--- config.mk ---
export PLATFORM = sky130hd
export DESIGN_NAME = sdram_burst_rd
export DESIGN_NICKNAME = d
export VERILOG_FILES = /design/src/rtl/sdram_rd_pkg.sv /design/src/rtl/sdram_rd_seq.sv /design/src/rtl/sdram_rd_capture.sv /design/src/rtl/sdram_burst_rd.sv
export SDC_FILE = /design/constraint.sdc
export NUM_CORES = 1
export LEC_CHECK = 0
export ABC_AREA = 0
export BUFFER_PORTS_ARGS = -buffer_cell sky130_fd_sc_hd__buf_2
export CORE_MARGIN = 3
export CORE_UTILIZATION = 40
export CTS_CLUSTER_DIAMETER = 30
export DETAILED_ROUTE_END_ITERATION = 6
export PLACE_DENSITY_LB_ADDON = 0.3
export SYNTH_ARGS = -nofsm -noshare
export SYNTH_HDL_FRONTEND = slang
export SYNTH_SLANG_ARGS = --single-unit
--- constraint.sdc ---
create_clock -name clk_i -period 4.63 [get_ports clk_i]
set_input_delay 0.6945 -clock clk_i [delete_from_list [all_inputs] [get_ports clk_i]]
set_output_delay 0.6945 -clock clk_i [all_outputs]
set_load 0.02 [all_outputs]
--- src/rtl/sdram_rd_pkg.sv ---
package sdram_rd_pkg;
  // {RAS#, CAS#, WE#}, CS# held low
  typedef enum logic [2:0] {
    CMD_ACT = 3'b011,
    CMD_RD  = 3'b101,
    CMD_BST = 3'b110,
    CMD_NOP = 3'b111
  } sd_cmd_e;

  typedef enum logic [1:0] {
    ST_IDLE,
    ST_OPEN,
    ST_RUN,
    ST_TERM
  } seq_st_e;
endpackage

--- src/rtl/sdram_rd_seq.sv ---
module sdram_rd_seq
  import sdram_rd_pkg::*;
#(
  parameter int BANK_W = 2,
  parameter int ROW_W  = 12,
  parameter int COL_W  = 8,
  parameter int ADDR_W = 12,
  parameter int AP_BIT = 10,
  parameter int LEN_W  = 9,
  parameter int T_RCD  = 2
) (
  input  logic              clk_i,
  input  logic              rst_ni,
  input  logic              req_valid_i,
  output logic              req_ready_o,
  input  logic [BANK_W-1:0] req_bank_i,
  input  logic [ROW_W-1:0]  req_row_i,
  input  logic [COL_W-1:0]  req_col_i,
  input  logic [LEN_W-1:0]  req_len_i,
  output sd_cmd_e           cmd_o,
  output logic [BANK_W-1:0] ba_o,
  output logic [ADDR_W-1:0] addr_o
);
  localparam int WAIT_W = (T_RCD > 1) ? $clog2(T_RCD) : 1;

  seq_st_e           st_q;
  sd_cmd_e           cmd_q;
  logic [BANK_W-1:0] ba_q;
  logic [ADDR_W-1:0] addr_q;
  logic [WAIT_W-1:0] wait_q;
  logic [LEN_W-1:0]  left_q;
  logic [COL_W-1:0]  col_q;
  logic [ADDR_W-1:0] rd_addr;
  logic              accept;

  assign accept = (st_q == ST_IDLE) && req_valid_i && (req_len_i != '0);

  always_comb begin
    rd_addr = '0;
    rd_addr[COL_W-1:0] = col_q;
    rd_addr[AP_BIT] = 1'b0;  // no auto-precharge
  end

  always_ff @(posedge clk_i or negedge rst_ni) begin
    if (!rst_ni) begin
      st_q   <= ST_IDLE;
      cmd_q  <= CMD_NOP;
      ba_q   <= '0;
      addr_q <= '0;
      wait_q <= '0;
      left_q <= '0;
      col_q  <= '0;
    end else begin
      unique case (st_q)
        ST_IDLE: begin
          cmd_q  <= CMD_NOP;
          addr_q <= '0;
          if (accept) begin
            cmd_q  <= CMD_ACT;
            ba_q   <= req_bank_i;
            addr_q <= ADDR_W'(req_row_i);
            wait_q <= WAIT_W'(T_RCD - 1);
            left_q <= req_len_i;
            col_q  <= req_col_i;
            st_q   <= ST_OPEN;
          end
        end
        ST_OPEN: begin
          if (wait_q == '0) begin
            cmd_q  <= CMD_RD;
            addr_q <= rd_addr;
            st_q   <= ST_RUN;
          end else begin
            cmd_q  <= CMD_NOP;
            addr_q <= '0;
            wait_q <= wait_q - 1'b1;
          end
        end
        ST_RUN: begin
          // first RUN edge is the one that samples READ
          addr_q <= '0;
          if (left_q == LEN_W'(1)) begin
            cmd_q <= CMD_BST;
            st_q  <= ST_TERM;
          end else begin
            cmd_q  <= CMD_NOP;
            left_q <= left_q - 1'b1;
          end
        end
        ST_TERM: begin
          cmd_q <= CMD_NOP;
          st_q  <= ST_IDLE;
        end
        default: st_q <= ST_IDLE;
      endcase
    end
  end

  assign req_ready_o = (st_q == ST_IDLE);
  assign cmd_o       = cmd_q;
  assign ba_o        = ba_q;
  assign addr_o      = addr_q;
endmodule

--- src/rtl/sdram_rd_capture.sv ---
module sdram_rd_capture
  import sdram_rd_pkg::*;
#(
  parameter int COL_W   = 8,
  parameter int DATA_W  = 32,
  parameter int CAS_LAT = 2
) (
  input  logic              clk_i,
  input  logic              rst_ni,
  input  sd_cmd_e           cmd_i,
  input  logic [COL_W-1:0]  col_i,
  input  logic [DATA_W-1:0] dq_i,
  output logic              valid_o,
  output logic [DATA_W-1:0] data_o,
  output logic [COL_W-1:0]  col_o
);
  // tracks the device burst from the command bus itself
  logic             live_q, live_now;
  logic [COL_W-1:0] col_run_q, cur_col;
  logic             v_pipe [CAS_LAT];
  logic [COL_W-1:0] c_pipe [CAS_LAT];

  assign live_now = (cmd_i == CMD_RD) || (live_q && (cmd_i != CMD_BST));
  assign cur_col  = (cmd_i == CMD_RD) ? col_i : col_run_q + 1'b1;

  always_ff @(posedge clk_i or negedge rst_ni) begin
    if (!rst_ni) begin
      live_q    <= 1'b0;
      col_run_q <= '0;
      v_pipe[0] <= 1'b0;
      c_pipe[0] <= '0;
    end else begin
      live_q    <= live_now;
      v_pipe[0] <= live_now;
      if (live_now) begin
        col_run_q <= cur_col;
        c_pipe[0] <= cur_col;
      end
    end
  end

  for (genvar i = 1; i < CAS_LAT; i++) begin : g_lat
    always_ff @(posedge clk_i or negedge rst_ni) begin
      if (!rst_ni) begin
        v_pipe[i] <= 1'b0;
        c_pipe[i] <= '0;
      end else begin
        v_pipe[i] <= v_pipe[i-1];
        c_pipe[i] <= c_pipe[i-1];
      end
    end
  end

  always_ff @(posedge clk_i or negedge rst_ni) begin
    if (!rst_ni) begin
      valid_o <= 1'b0;
      data_o  <= '0;
      col_o   <= '0;
    end else begin
      valid_o <= v_pipe[CAS_LAT-1];
      if (v_pipe[CAS_LAT-1]) begin
        data_o <= dq_i;
        col_o  <= c_pipe[CAS_LAT-1];
      end
    end
  end
endmodule

--- src/rtl/sdram_burst_rd.sv ---
module sdram_burst_rd
  import sdram_rd_pkg::*;
#(
  parameter int DATA_W  = 32,
  parameter int BANK_W  = 2,
  parameter int ROW_W   = 12,
  parameter int COL_W   = 8,
  parameter int ADDR_W  = 12,
  parameter int AP_BIT  = 10,
  parameter int LEN_W   = COL_W + 1,
  parameter int T_RCD   = 2,
  parameter int CAS_LAT = 2
) (
  input  logic              clk_i,
  input  logic              rst_ni,
  input  logic              req_valid_i,
  output logic              req_ready_o,
  input  logic [BANK_W-1:0] req_bank_i,
  input  logic [ROW_W-1:0]  req_row_i,
  input  logic [COL_W-1:0]  req_col_i,
  input  logic [LEN_W-1:0]  req_len_i,
  output logic              sd_cs_n_o,
  output logic              sd_ras_n_o,
  output logic              sd_cas_n_o,
  output logic              sd_we_n_o,
  output logic [BANK_W-1:0] sd_ba_o,
  output logic [ADDR_W-1:0] sd_addr_o,
  input  logic [DATA_W-1:0] sd_dq_i,
  output logic              rd_valid_o,
  output logic [DATA_W-1:0] rd_data_o,
  output logic [COL_W-1:0]  rd_col_o
);
  sd_cmd_e cmd;

  sdram_rd_seq #(
    .BANK_W(BANK_W), .ROW_W(ROW_W), .COL_W(COL_W), .ADDR_W(ADDR_W),
    .AP_BIT(AP_BIT), .LEN_W(LEN_W), .T_RCD(T_RCD)
  ) u_seq (
    .clk_i      (clk_i),
    .rst_ni     (rst_ni),
    .req_valid_i(req_valid_i),
    .req_ready_o(req_ready_o),
    .req_bank_i (req_bank_i),
    .req_row_i  (req_row_i),
    .req_col_i  (req_col_i),
    .req_len_i  (req_len_i),
    .cmd_o      (cmd),
    .ba_o       (sd_ba_o),
    .addr_o     (sd_addr_o)
  );

  sdram_rd_capture #(
    .COL_W(COL_W), .DATA_W(DATA_W), .CAS_LAT(CAS_LAT)
  ) u_cap (
    .clk_i  (clk_i),
    .rst_ni (rst_ni),
    .cmd_i  (cmd),
    .col_i  (sd_addr_o[COL_W-1:0]),
    .dq_i   (sd_dq_i),
    .valid_o(rd_valid_o),
    .data_o (rd_data_o),
    .col_o  (rd_col_o)
  );

  assign sd_cs_n_o = 1'b0;
  assign {sd_ras_n_o, sd_cas_n_o, sd_we_n_o} = cmd;
endmodule

==> results.tsv, run 1 <==
metric	value	unit
run status	completed	
crit end category	flop	
DR vias	3029	
drt pass-1 iters	4	
Final Skew	14.4	ps
mapped cell area	0.00416	mm²
initial antenna violation count	0	
vias in the first global route	2934	
antenna-violating nets left	0	
clk buf depth	2	
met3 GRT Util	4.18	%
Global Route met1 Usage	19.7	%
HPWL Detailed	6280	µm
arrival time at the worst endpoint	2820	ps
fin. max-slew vios	0	
CP startpoint kind	flop	
part of the power in registers	40.4	%
CTS buffer count	9	
met2 Track Usage GR	24.4	%
critical path's slowest cell	o32a_1	
R2R depth	6	
chip width	108	µm
unrepaired setup endpoints after global routing	false	
Logic pwr share	43.7	%
Clock Pin Slew Worst Setup and Hold Paths	100	ps
Setup Buffers After CTS	0	
# clock sinks	96	
first-pass GRT wire length	13900	µm
CP Launch Point	u_seq.st_q[1]	
I/O Pins	126	
Pleak	0.00248	µW
reg-to-reg setup timing slack	2060	ps
crit-path max FO	14	
Layout area overhead	23.0	%
Max Cap Viol	0	
Syn Inst Count	319	
Final period util	55.6	%
gr busiest metal	met2	
VDD IR-drop max	0.000289	V
Final #Nets	516	
largest net degree at the start of global routing	62	
Hold Path Class	primary input to async pin	
1st-iter DRT viols	157	
fillcell total	855	
DR DRC count	0	
Top FF cell, synth	dfrtp_1	
CTS tree	built	
switching pwr	1490	µW
P per Cell Area	727	mW/mm²
layout cell share with drive strength beyond 1	46.4	%
clock power share	15.9	%
number of synthesized flops with an enable pin	0	
Yosys cell types	55	
H-tree Lvls	3	
sequential fraction of the synthesis area	57.9	%
initial core utilization	41.8	%
diode count	0	
family with the most delay on the worst path	simple AND/OR/NAND/NOR gates	
clk_lat worst skew	360	ps
top cells by area, synth	dfrtp_1 (56%), mux2_2 (14%), a22o_1 (2.7%)	
syn nets	394	
Worst Max-Slew Pin Slew	1030	ps
hold bufs inserted after CTS	0	
GR Overflow Total	0	
routed wire length	8540	µm
fraction of power spent switching nets	39.9	%
reg2reg end	u_seq.st_q[1]	
IO Port Bufs	124	
PostCTS Resize Cnt	0	
via/cell ratio	5.23	
Setup TNS	0	ps
# setup viols final	0	
Mean Syn Cell Area	13.0	µm²
relative slew slack	30.5	%
final hold vios	0	
All-Layer GR Usage	14.9	%
Tmin final	2570	ps
crit-path cells	inv_1 > ha_1 > or4b_1 > o32a_1 > nand3_1 > mux2_2	
fmax	389	MHz
cell taking the most area after synthesis	dfrtp_1	
DR WL/cell	14.8	µm
die span in y	108	µm
top-area cell type share of the netlist area	56.0	%
full die area	0.0117	mm²
Power Total	3720	µW
root buffer cell	clkbuf_8	
cell-internal power	2230	µW
Req. time, crit path	4880	ps
worst path bufs/invs	1	
Async SR Flop Fraction	100	%
reg2reg start	u_seq.st_q[1]	
gpl congestion	0.801	
#FFs+latches synth	96	
slowest cell delay on critical path	510	ps
total core area	0.00995	mm²
num rows	36	
critical path type	flop to flop	
total number of yosys warnings	0	
-- power groups by stage --
| stage | logic [µW] | registers [µW] | clock network, µW |
|---|---|---|---|
| floorplan | 932 | 1750 | 0 |
| global placement | 1610 | 1510 | 0 |
| detailed placement | 1640 | 1520 | 0 |
| CTS | 1640 | 1510 | 614 |
| global route | 1790 | 1560 | 649 |
| finish | 1630 | 1500 | 590 |
-- kinds of logic after synthesis --
logic type               synth area share, %
flip-flops                              57.9
AO/OA/AOI/OAI                           13.6
AND/OR/NAND/NOR                         8.88
multiplexers                            14.0
buffers and inverters                   2.80
adder cells (fa/ha/maj)                 2.71
other                                 0.0902
-- state kept, by name, summed over array words and instances, names as in the netlist --
| signal | count |
|---|---|
| u_seq.col_q | 8 |
| u_seq.addr_o | 12 |
| u_cap.col_run_q | 8 |
| u_cap.v_pipe | 1 |
| u_cap.data_o | 32 |
| u_cap.valid_o | 1 |
| u_cap.col_o | 8 |
| u_seq.st_q | 2 |
| u_seq.wait_q | 1 |
| u_seq.left_q | 9 |
| u_seq.ba_o | 2 |
| u_cap.c_pipe | 8 |
| u_cap.live_q | 1 |
| u_seq.cmd_o | 3 |
-- cell usage in the layout (no fill, tap or decap), types with 5 or more instances in the layout --
master	synthesis	routed
a21o_1	8	8
o32a_1	5	5
a2bb2oi_1	5	5
dfrtp_1	93	93
nor2_1	6	6
clkbuf_8	0	10
o21ai_0	6	6
a21oi_1	12	12
buf_2	3	123
mux2_2	51	51
nor3_1	5	5
nand3_1	10	10
a22o_1	13	13
inv_1	10	10
ha_1	9	9
and3_1	5	5
nand2_1	13	13
-- per-stage QoR --
step	util (%)	instance area, µm²	setup WS (ps)	cells	hold slack [ps]
final	51.4	5120	2060	579	395
after global routing	51.4	5120	1920	579	426
after CTS	51.3	5110	2040	578	409
after detailed placement	49.1	4880	1820	562	396
after global placement	49.1	4880	1880	562	383
after floorplan	-	4160	2370	319	374
-- final cells by class --
| class | instances | area (µm²) | area share, % |
|---|---|---|---|
| Timing Repair Buffer | 127 | 646 | 12.6 |
| Inverter | 10 | 37.5 | 0.734 |
| Sequential cell | 96 | 2410 | 47.0 |
| Tap cell | 133 | 166 | 3.25 |
| Clock buffer | 10 | 138 | 2.69 |
| Clock inverter | 6 | 86.3 | 1.69 |
| Multi-Input combinational cell | 197 | 1640 | 32.0 |
-- worst max-delay path by stage --
stage	endpoint	slack [ps]	depth (start not counted)
floorplan	u_seq.left_q[3]	2370	7
global placement	u_seq.addr_o[10]	1880	5
detailed placement	u_seq.addr_o[9]	1820	5
CTS	u_seq.addr_o[9]	2040	5
global route	u_seq.st_q[1]	1920	6
finish	u_seq.st_q[1]	2060	6
-- synth_stat cells, types with 6 or more instances --
cell / count
dfrtp_1: 93
mux2_2: 51
a22o_1: 13
nand2_1: 13
a21oi_1: 12
inv_1: 10
nand3_1: 10
ha_1: 9
a21o_1: 8
nor2_1: 6
o21ai_0: 6
-- layer usage --
| metal | up-vias | share of wire, % |
|---|---|---|
| met5 | - | 0 |
| met4 | 0 | 0.42 |
| met3 | 4 | 7.3 |
| met2 | 109 | 47 |
| met1 | 1485 | 45 |
| li1 | 1431 | - |
(Power assumes the default switching activity.)
==> run 2: changes to the inputs <==
Clock period 4.63 ns to 2.5 ns, I/O delays scaled along.
==> run 2 against run 1 <==
  * Critical path depth is the same
  * Critical path type unchanged
  * First-iteration DRC count shrank 35%
  * Largest power group unchanged
  * Final cell count grew 1.0%
==> results.tsv, run 2 (synthesis results as in run 1) <==
metric	value	unit	change
run status	completed		
via/cell ratio	5.23		-0.11%
Clock Pin Slew Worst Setup and Hold Paths	100	ps	about the same
first-pass GRT wire length	14100	µm	+1.4%
diode count	0		unchanged
gr busiest metal	met2		
DR vias	3057		+0.92%
GR Overflow Total	0		unchanged
total core area	0.00995	mm²	unchanged
Pleak	0.00250	µW	+0.99%
Power Total	6910	µW	+86%
Hold Path Class	primary input to flop		
clk buf depth	2		unchanged
crit end category	flop		
1st-iter DRT viols	102		-35%
antenna-violating nets left	0		unchanged
Setup Buffers After CTS	0		unchanged
Setup TNS	0	ps	unchanged
Global Route met1 Usage	20.7	%	+1.0 points
I/O Pins	126		unchanged
DR WL/cell	15.1	µm	+2.1%
most frequent cells in the layout	buf_2 (123), dfrtp_1 (93), mux2_2 (51), nand2_1 (13), a22o_1 (13)		
Tmin final	2350	ps	-221 ps
met2 Track Usage GR	23.4	%	-0.98 points
H-tree Lvls	3		unchanged
DR DRC count	0		unchanged
HPWL Detailed	6510	µm	+3.6%
root buffer cell	clkbuf_8		
Final period util	94.1	%	+39 points
full die area	0.0117	mm²	unchanged
met3 GRT Util	3.88	%	-0.30 points
initial antenna violation count	0		unchanged
routed wire length	8810	µm	+3.2%
# clock sinks	96		unchanged
hold slack	207	ps	-187 ps
arrival time at the worst endpoint	2600	ps	-220 ps
chip width	108	µm	unchanged
fmax	425	MHz	+9.4%
gpl congestion	0.853		+6.5%
relative slew slack	51.5	%	+21 points
number of flip-flops in the largest register	32		unchanged
CTS tree	built		
Final #Nets	522		+1.2%
fin util	51.9	%	+0.49 points
IO Port Bufs	124		unchanged
VDD IR-drop max	0.000510	V	+77%
vias in the first global route	2917		-0.58%
num rows	36		unchanged
final hold vios	0		unchanged
Reg with most FFs	u_cap.data_o		
All-Layer GR Usage	15.3	%	+0.36 points
CP startpoint kind	flop		
crit-path max FO	8		-6
largest net degree at the start of global routing	57		-8.1%
Max Cap Viol	0		unchanged
final instance area	0.00516	mm²	+0.95%
clk_lat worst skew	360	ps	about the same
Layout area overhead	24.2	%	
most common cell after layout, fill and taps aside	buf_2		
die span in y	108	µm	unchanged
initial core utilization	41.8	%	unchanged
drt pass-1 iters	4		unchanged
critical path type	flop to flop		
P per Cell Area	1340	mW/mm²	+84%
reg-to-reg setup timing slack	150	ps	-1910 ps
CTS buffer count	9		unchanged
Final Skew	11.5	ps	-2.91 ps
Placed Area	0.00494	mm²	+1.2%
unrepaired setup endpoints after global routing	false		
fin. max-slew vios	0		unchanged
Req. time, crit path	2750	ps	-2130 ps
layout cell share with drive strength beyond 1	47.3	%	+0.93 points
Worst Max-Slew Pin Slew	717	ps	-311 ps
# setup viols final	0		unchanged
## run 2: per-stage QoR
stage                     worst slack, ps  cells
after floorplan                       237    319
after global placement                253    568
after detailed placement              128    568
after CTS                             102    585
after global routing                 31.6    585
final                                 148    585
## run 2: power breakdown
group          internal [µW]  switching [µW]
sequential              2290             518
combinational           1380            1710
clock                    493             527
## run 2: metal layers
metal,vias up,share of wire [%]
met2,123,46
met1,1482,46
met5,-,0
met3,15,6.9
met4,0,1.5
li1,1437,-
## run 2: final cells by class
class	count	area [µm²]
Inverter	10	37.5
Clock buffer	10	138
Fill cell	884	4790
Clock inverter	6	66.3
Multi-Input combinational cell	197	1650
Sequential cell	96	2410
Tap cell	133	166
Timing Repair Buffer	133	706
## run 2: worst paths after layout
path,from,end,depth (start not counted)
max,u_seq.st_q[1],u_seq.st_q[1],6
min,req_row_i[7],u_seq.addr_o[7],2
max reg2reg,u_seq.st_q[1],u_seq.st_q[1],6
min reg2reg,u_cap.live_q,u_cap.v_pipe[0],0
max in group asynchronous,rst_ni,u_seq.cmd_o[1],3
min in group asynchronous,rst_ni,u_cap.data_o[13],2
## run 2: what timing repair did
item,in CTS,in global routing
gates resized for setup,0,2
setup endpoints to repair,0,5
endpoints found under the hold margin,40,0
hold buffers,1,0
## run 2: critical path, cell delays in order (launching register included)
cell and delay (ps):
dfrtp_1 460, inv_1 140, ha_2 260, or4b_1 460, o32a_1 420, nand3_1 170
mux2_2 340
